### config.mk
export PLATFORM = sky130hd
export DESIGN_NAME = csd_chip_select
export DESIGN_NICKNAME = d
export VERILOG_FILES = /design/src/rtl/csd_pkg.sv /design/src/rtl/csd_cfg_regs.sv /design/src/rtl/csd_hit_vec.sv /design/src/rtl/csd_prio_pick.sv /design/src/rtl/csd_chip_select.sv
export SDC_FILE = /design/constraint.sdc
export NUM_CORES = 1
export LEC_CHECK = 0
export BUFFER_PORTS_ARGS = -buffer_cell sky130_fd_sc_hd__buf_2
export CAP_MARGIN = 20
export CORE_MARGIN = 2
export CORE_UTILIZATION = 55
export DETAILED_ROUTE_END_ITERATION = 6
export PLACE_DENSITY = 0.77
export SETUP_SLACK_MARGIN = 0.5
export SLEW_MARGIN = 15
export SYNTH_ARGS = -nofsm -noshare
export SYNTH_HDL_FRONTEND = slang
export SYNTH_SLANG_ARGS = --single-unit
### constraint.sdc
create_clock -name clk -period 1.5 [get_ports clk]
set_input_delay 0.15 -clock clk [delete_from_list [all_inputs] [get_ports clk]]
set_output_delay 0.15 -clock clk [all_outputs]
set_load 0.02 [all_outputs]
### src/rtl/csd_pkg.sv
package csd_pkg;

    localparam int PAGE_W  = 8;   // physical address bits 19:12
    localparam int NIB_W   = 4;   // bits 19:16 compared by windows
    localparam int N_MEM   = 4;
    localparam int N_SEL   = N_MEM + 2;
    localparam int OFF_W   = 3;
    localparam int LPAGE_W = 4;

    localparam logic [OFF_W-1:0] OFF_IO   = 3'd2;
    localparam logic [OFF_W-1:0] OFF_EXT  = 3'd3;
    localparam int               OFF_MEM0 = 4;

    typedef enum logic [2:0] {
        SEL_MEM0 = 3'd0,
        SEL_MEM1 = 3'd1,
        SEL_MEM2 = 3'd2,
        SEL_MEM3 = 3'd3,
        SEL_IO   = 3'd4,
        SEL_EXT  = 3'd5
    } sel_e;

    typedef struct packed {
        logic [NIB_W-1:0] base;
        logic [NIB_W-1:0] care;
    } win_cfg_t;

    typedef struct packed {
        win_cfg_t [N_MEM-1:0] mem;
        win_cfg_t             ext;
        logic [PAGE_W-1:0]    io;
    } map_cfg_t;

    function automatic logic win_hit(input win_cfg_t c, input logic [NIB_W-1:0] nib);
        return ((nib ^ c.base) & c.care) == '0;
    endfunction

    function automatic logic [N_SEL-1:0] sel_to_onehot(input sel_e s);
        logic [N_SEL-1:0] v;
        v = '0;
        v[s] = 1'b1;
        return v;
    endfunction

endpackage

### src/rtl/csd_cfg_regs.sv
module csd_cfg_regs
    import csd_pkg::*;
(
    input  logic             clk,
    input  logic             rst,
    input  logic             wr_en,
    input  logic [OFF_W-1:0] wr_off,
    input  logic [7:0]       wr_data,
    output map_cfg_t         cfg
);

    logic [PAGE_W-1:0] io_q;
    win_cfg_t          ext_q;
    win_cfg_t          mem_q [N_MEM];

    always_ff @(posedge clk) begin
        if (rst) begin
            io_q  <= '0;
            ext_q <= '0;
        end else if (wr_en) begin
            if (wr_off == OFF_IO)  io_q  <= wr_data;
            if (wr_off == OFF_EXT) ext_q <= win_cfg_t'(wr_data);
        end
    end

    for (genvar g = 0; g < N_MEM; g++) begin : g_mem
        always_ff @(posedge clk) begin
            if (rst)
                mem_q[g] <= '0;
            else if (wr_en && wr_off == OFF_W'(OFF_MEM0 + g))
                mem_q[g] <= win_cfg_t'(wr_data);
        end
        assign cfg.mem[g] = mem_q[g];
    end

    assign cfg.io  = io_q;
    assign cfg.ext = ext_q;

    // reserved offsets leave every register untouched
    a_r3_reserved_ignored: assert property (@(posedge clk) disable iff (rst)
        (wr_en && wr_off < OFF_IO) |=> $stable(cfg));

    // idle cycles leave every register untouched
    a_r3_idle_stable: assert property (@(posedge clk) disable iff (rst)
        !wr_en |=> $stable(cfg));

    // a write at the external offset lands in the external register
    a_r2_ext_load: assert property (@(posedge clk) disable iff (rst)
        (wr_en && wr_off == OFF_EXT) |=> (cfg.ext == win_cfg_t'($past(wr_data))));

endmodule

### src/rtl/csd_hit_vec.sv
module csd_hit_vec
    import csd_pkg::*;
(
    input  map_cfg_t          cfg,
    input  logic [PAGE_W-1:0] phys_page,
    output logic [N_SEL-1:0]  hit
);

    logic [NIB_W-1:0] nib;
    assign nib = phys_page[PAGE_W-1 -: NIB_W];

    for (genvar g = 0; g < N_MEM; g++) begin : g_win
        assign hit[g] = win_hit(cfg.mem[g], nib);
    end

    assign hit[SEL_IO]  = (phys_page == cfg.io);
    assign hit[SEL_EXT] = win_hit(cfg.ext, nib);

endmodule

### src/rtl/csd_prio_pick.sv
module csd_prio_pick
    import csd_pkg::*;
(
    input  logic             clk,
    input  logic             rst,
    input  logic [N_SEL-1:0] hit,
    input  logic             boot,
    output logic [N_SEL-1:0] sel
);

    sel_e win;

    always_comb begin
        logic found;
        found = 1'b0;
        win   = SEL_EXT;
        for (int i = N_SEL - 1; i >= 0; i--) begin
            if (!found && hit[i]) begin
                win   = sel_e'(3'(i));
                found = 1'b1;
            end
        end
        if (boot) win = SEL_MEM3;
    end

    assign sel = sel_to_onehot(win);

    // exactly one select at a time
    a_r9_one_hot: assert property (@(posedge clk) disable iff (rst)
        $onehot(sel));

    // the external window beats every other window
    a_r6_ext_wins: assert property (@(posedge clk) disable iff (rst)
        (!boot && hit[SEL_EXT]) |-> sel[SEL_EXT]);

    // IO beats every memory bank
    a_r6_io_over_mem: assert property (@(posedge clk) disable iff (rst)
        (!boot && hit[SEL_IO] && !hit[SEL_EXT]) |-> sel[SEL_IO]);

    // nothing claimed falls to the external select
    a_r7_fallback: assert property (@(posedge clk) disable iff (rst)
        (!boot && hit == '0) |-> sel[SEL_EXT]);

endmodule

### src/rtl/csd_chip_select.sv
module csd_chip_select
    import csd_pkg::*;
(
    input  logic               clk,
    input  logic               rst,
    input  logic               wr_en,
    input  logic [OFF_W-1:0]   wr_off,
    input  logic [7:0]         wr_data,
    input  logic [PAGE_W-1:0]  phys_page,
    input  logic               xlat_en,
    input  logic [LPAGE_W-1:0] log_page,
    output logic [N_SEL-1:0]   sel
);

    map_cfg_t         cfg;
    logic [N_SEL-1:0] hit;
    logic             boot;

    assign boot = !xlat_en && (log_page == '1);

    csd_cfg_regs u_regs (
        .clk     (clk),
        .rst     (rst),
        .wr_en   (wr_en),
        .wr_off  (wr_off),
        .wr_data (wr_data),
        .cfg     (cfg)
    );

    csd_hit_vec u_hit (
        .cfg       (cfg),
        .phys_page (phys_page),
        .hit       (hit)
    );

    csd_prio_pick u_pick (
        .clk  (clk),
        .rst  (rst),
        .hit  (hit),
        .boot (boot),
        .sel  (sel)
    );

    // the boot page always reaches bank 3 before translation is on
    a_r8_boot_mem3: assert property (@(posedge clk) disable iff (rst)
        (!xlat_en && log_page == 4'hF) |-> (sel == 6'b001000));

    // one cycle after reset the external select owns the whole space
    a_r1_after_reset: assert property (@(posedge clk)
        (rst && xlat_en) |=> (xlat_en && !wr_en && $stable(phys_page)) |-> sel[SEL_EXT]);

endmodule

Word level (Yosys, flattened, before mapping)
Memory sizes are Yosys's and may differ from the RTL's.
Index checks and enable logic that the tools add are counted.
{"block": "totals", "inputBits": 27, "reg_bits": 16, "ram_bits": 32, "elab_cells": 83, "output_inout_bits": 6, "n_memories": 1}
{"block": "classes", "magnitude_cmp": 2, "mux": 31, "eq_ne": 8, "bitwise": 14, "reduce_logical": 24}
{"name": "u_regs.mem_q", "words": 4, "word_bits": 8, "rd": 4, "rd_clocked_by_memory_dff": 0, "write_ports": 4, "line": "csd_cfg_regs.sv:14", "source": "win_cfg_t mem_q [N_MEM];"}
{"cell": "two-way mux 8 bit", "n": 4}
{"cell": "two-way mux 1 bit", "n": 21}
{"cell": "AND 4 bit", "n": 5}
{"cell": "zero test 4 bit", "n": 5}
{"cell": "XOR 4 bit", "n": 5}
{"cell": "two-way mux 3 bit", "n": 5}
{"cell": "== test 3 bit, second input constant", "n": 4}
{"cell": "logical AND 1 bit", "n": 11}
{"cell": "== test 8 bit", "n": 1}
{"cell": "== test 3 x 2 -> 1 bit, second input constant", "n": 2}
{"cell": "zero test 1 bit", "n": 6}
{"cell": "== test 4 bit, second input constant", "n": 1}
{"cell": "less-than comparator 3 x 4 -> 1 bit, second input constant", "n": 1}
{"cell": "OR 1 bit", "n": 4}
{"cell": "AND reduction 2 bit", "n": 2}
{"cell": "demux 1 bit (select 3 bit)", "n": 1}
{"cell": "greater-or-equal comparator 3 x 1 -> 1 bit, second input constant", "n": 1}

Depth between registers and ports, before layout
{"block": "depth", "depth_word": 24, "mapped_depth": 6, "depth_no_buf": 5}

By module
A second synthesis with hierarchy kept.
{"block": "unflattened", "hier_cells": 215, "area_unflattened_um2": 2553.7}
{"module": "csd_cfg_regs", "instances": 1, "area_per_inst_um2": 2009.4, "cells_each": 151, "seq_area_each_um2": 1281.2}
{"module": "csd_hit_vec", "instances": 1, "area_per_inst_um2": 406.6, "cells_each": 45, "seq_area_each_um2": 0.0}
{"module": "csd_prio_pick", "instances": 1, "area_per_inst_um2": 121.4, "cells_each": 17, "seq_area_each_um2": 0.0}
{"module": "csd_chip_select", "instances": 1, "area_per_inst_um2": 16.3, "cells_each": 2, "seq_area_each_um2": 0.0}

Worst setup path before layout
Ideal clock, no wire load.
{"block": "synth_path", "kind": "register to output", "from": "register u_regs.io_q[0]", "to": "output port sel[1]", "slack_ps": 144, "arrival_ps": 1206, "required_ps": 1350, "path_buffers": 0, "stages_incl_launch_ff": 6, "cell_sequence": "dfxtp_1 -> xor2_1 -> nor4_4 -> nand2_2 -> nand4_4 -> nor3b_2"}
{"block": "synth_via", "elab_chain_cells": 20, "elab_cells_between_ends": 25, "classes_between": "2 x order compare; 1 x eq/ne; 12 x mux; 10 x reduce/logical"}
{"element": "start: declaration", "line": "csd_cfg_regs.sv:12", "source": "logic [PAGE_W-1:0] io_q;"}
{"element": "start signal: assignment", "line": "csd_cfg_regs.sv:21", "source": "if (wr_off == OFF_IO) io_q <= wr_data;"}
{"element": "== test 8 bit *", "line": "csd_hit_vec.sv:16", "source": "assign hit[SEL_IO] = (phys_page == cfg.io);"}
{"element": "logical AND 1 bit *", "line": "csd_prio_pick.sv:18", "source": "if (!found && hit[i]) begin"}
{"element": "two-way mux 1 bit", "line": "csd_prio_pick.sv:18"}
{"element": "zero test 1 bit", "line": "csd_prio_pick.sv:18"}
{"element": "logical AND 1 bit", "line": "csd_prio_pick.sv:18"}
{"element": "two-way mux 1 bit", "line": "csd_prio_pick.sv:18"}
{"element": "zero test 1 bit", "line": "csd_prio_pick.sv:18"}
{"element": "logical AND 1 bit", "line": "csd_prio_pick.sv:18"}
{"element": "(+4 left out)"}
{"element": "zero test 1 bit", "line": "csd_prio_pick.sv:18"}
{"element": "logical AND 1 bit", "line": "csd_prio_pick.sv:18"}
{"element": "two-way mux 3 bit *", "line": "csd_prio_pick.sv:18"}
{"element": "two-way mux 3 bit *", "line": "csd_prio_pick.sv:23", "source": "if (boot) win = SEL_MEM3;"}
{"element": "less-than comparator 3 x 4 -> 1 bit (implied by the code) / greater-or-equal comparator 3 x 1 -> 1 bit (equally long branches)", "line": "csd_pkg.sv:41", "source": "v[s] = 1'b1;"}
{"element": "logical AND 1 bit (implied by the code)", "line": "csd_pkg.sv:41"}
{"element": "two-way mux 1 bit (implied by the code)", "line": "csd_pkg.sv:41"}
{"element": "demux 1 bit (select 3 bit) *"}
{"element": "end: declaration", "line": "csd_chip_select.sv:12", "source": "output logic [N_SEL-1:0] sel"}
Every way passes the cells marked *; elsewhere a longest branch is shown, timed or not.

Worst setup path after layout
{"block": "layout_path", "from": "register u_regs.io_q[2]", "to": "output port sel[1]"}
Same word-level chain as after synthesis.

==> summary.md <==
| Metric | Value |
|---|---|
| Status | `finished, violations left` |
| Failing checks | `setup timing` |
| Final worst slack | `-247.1 ps` |
| Placed wire-length estimate | `3.417 mm` |
| Post-detailed-route count of antenna-violating nets | `0` |
| Slowest stage delay, CP | `340 ps` |
| Syn nets | `242` |
| Worst setup EP type | `output port` |
| Max FO, Critical Path | `4` |
| Antenna violations before repair | `0` |
| R2R Path End | `u_regs.io_q[3]` |
| Port bufs | `32` |
| Core Util, Final | `69.90%` |
| Avg Cell Area, Syn | `11.02 sq um` |
| Die Wd | `69.63 um` |
| PD cells | `1037 nW/um^2` |
| Number of distinct library cells after synthesis | `24` |
| Die extent in y | `69.63 um` |
| Grt met2 use | `35.90%` |
| F_max | `0.5724 GHz` |
| Worst hold start | `wr_data[6]` |
| First-pass GRT wire length | `7.679 mm` |
| Synthesized area | `2369 sq um` |
| Routability congestion estimate | `0.7925` |
| Average wire per standard cell | `15.85 um` |
| Die Area | `4848 sq um` |
| Vias in the first global route | `1557` |
| Layout Nets | `276` |
| Clk sink count | `48` |
| Ports | `33` |
| Worst R2R Path Depth | `2` |
| Syn. warnings | `0` |
| Unrepaired setup endpoints after global routing | `true` |
| Max Transition Viols Final | `0` |
| R2R Setup Slk | `830 ps` |
| Worst hold slack | `151.0 ps` |
| Critical path depth in cells | `6` |
| TritonCTS clock tree | `done` |
| GR Util met1 | `26.71%` |
| Most common cell after layout, fill and taps aside | `nand2_1` |
| CP max-delay cell | `dfxtp_2` |
| 1st-iter DRT viols | `62` |
| GR Util All Layers | `20.88%` |
| Class of the most critical hold timing path | `primary input to flip-flop` |
| Grt met3 use | `3.779%` |
| Min cycle time layout | `1747 ps` |
| Endpoints failing hold | `0` |
| Period utilization | `116.5%` |
| Worst hold endpoint | `u_regs.cfg[14]` |
| CTS Root Cell | `clkbuf_8` |
| Pre-Repair DR Iteration Count | `4` |
| Critical path arrival | `1600 ps` |
| Pin count of the biggest net entering global routing | `25` |
| Inserted Clock Buffers | `5` |
| Total Wirelength | `4.754 mm` |
| Antenna diodes | `0` |
| Residual DRC count | `0` |
| Reg clk slew, reported paths | `90 ps` |
| Max Root-Sink Buffers | `2` |
| VDD IR max | `0.8411 mV` |
| Seq cells post-synth | `48` |
| Worst path bufs/invs | `1` |
| Core area | `4086 sq um` |
| Slew headroom | `66.89%` |
| Initial core utilization | `57.96%` |
| Critical Path RT | `1350 ps` |
| Vias | `1564` |
| Synth Instances | `215` |
| WHS Path Cells | `3` |
| Register area share after synthesis | `54.09%` |
| Skew-Pair Late Insertion Delay | `300 ps` |
| Worst path top cell family by delay | `simple AND/OR/NAND/NOR gates` |
| RR Startpoint | `u_regs.io_q[3]` |
| Lkg Pwr | `1.073 nW` |
| Layout cells sized above 1 | `32.40%` |
| Worst slew pin tran | `496.6 ps` |
| Area grow syn2layout | `20.60%` |
| H-tree lvl count | `2` |
| Drt via density | `5.213` |
| Worst-path cell chain | `xor2_2, nor4_4, nand2_2, nand4_4, nor3b_4, buf_6` |
| WS Path Type | `flip-flop to output port` |
| # setup viols final | `6` |
| Commonest cells after routing, fill and taps aside | `nand2_1 (38), and2_1 (32), edfxtp_1 (32)` |
| Max cap viols | `0` |
| Rows | `23` |
| Worst setup SP type | `flip-flop` |
| Gr ovfl total | `0` |
| GR peak layer | `met2` |
| Worst Skew | `0 ps` |
==> synth_stat cells <==
library cell  instances  area [sq um]
nand2_1              41         153.9
and2_1               32         200.2
edfxtp_1             32         960.9
xor2_1               24         210.2
a21oi_1              16         80.08
dfxtp_1              16         320.3
a22oi_1              10         75.07
nand2b_1              5         31.28
nor2_1                5         18.77
nand3_1               4         20.02
xor2_2                4         65.06
nand2_2               3         18.77
nor3_2                3         30.03
buf_4                 2         15.01
buf_6                 2         22.52
clkbuf_1              2         7.510
nand4_1               2         12.51
nor2_2                2         12.51
nor2b_1               2         12.51
nor4_4                2         42.54
o21ai_1               2         10.01
o21bai_1              2         15.01
nand4_4               1         21.27
nor3b_2               1         12.51
==> stage by stage <==
step                total power, mW  instances  setup TNS (ps)  worst slack, ps  instance area [sq um]
floorplan                     1.755        215               0            198.4                   2469
global placement              1.854        291               0            13.13                   2639
detailed placement            1.863        291          -3.680           -3.680                   2639
CTS                           2.958        299           -1446           -266.8                   2821
global route                  3.048        300           -1817           -327.8                   2856
finish                        2.961        300           -1411           -247.1                   2856
==> logic make-up (layout without fill, tap and decap cells) <==
logic type	after synthesis	after routing	share of synthesized area, %
flip-flops	48	48	54.09
AO/OA/AOI/OAI	30	30	7.607
XOR/XNOR	28	28	11.62
AND/OR/NAND/NOR	103	103	24.78
buffers and inverters	6	41	1.902
==> repair_timing <==
| action | in CTS | in global routing |
|---|---|---|
| pin swaps | 5 | 13 |
| endpoints found under the hold margin | 0 | 0 |
| resized for setup | 13 | 9 |
| hold buffers | 0 | 0 |
| gates cloned | 0 | 0 |
| setup buffers | 0 | 1 |
| setup endpoints to repair | 22 | 43 |
==> per-layer routing <==
metal | wire, um | part of all wire (%)
met1 | 2064 | 43
met2 | 2462 | 52
met3 | 143 | 3.0
met4 | 85 | 1.8
met5 | 0 | 0
==> tightest hold or removal path, delay by kind of cell <==
family | cells | cell delay (ps)
compound gates | 1 | 50
buf+inv | 1 | 150
simple gates | 1 | 70
==> area by class of cell <==
type                            instances  area, sq um
Clock buffer                            5        68.82
Clock inverter                          3        68.82
Fill cell                             308         1230
Multi-Input combinational cell        161         1170
Sequential cell                        48         1287
Tap cell                               50        62.56
Timing Repair Buffer                   33        198.9
==> state kept, by name, summed over array words and instances, names as in the netlist <==
signal,cells
u_regs.cfg,8
u_regs.io_q,8
u_regs.mem_q,32
==> where the power goes <==
group	leakage, nW	switching (mW)	internal (mW)
combinational	0.563	0.216	0.128
sequential	0.441	0.0279	1.48
clock	0.0687	0.443	0.671
==> how the worst max path moves through the flow <==
stage                            start  endpoint  slack [ps]
floorplan           u_regs.mem_q[3][6]    sel[1]         200
global placement          phys_page[6]    sel[1]          10
detailed placement        phys_page[6]    sel[1]          -4
CTS                     u_regs.io_q[1]    sel[5]        -270
global route            u_regs.cfg[14]    sel[0]        -330
finish                  u_regs.io_q[2]    sel[1]        -250
Note: power is estimated with default switching activity, not from simulation.
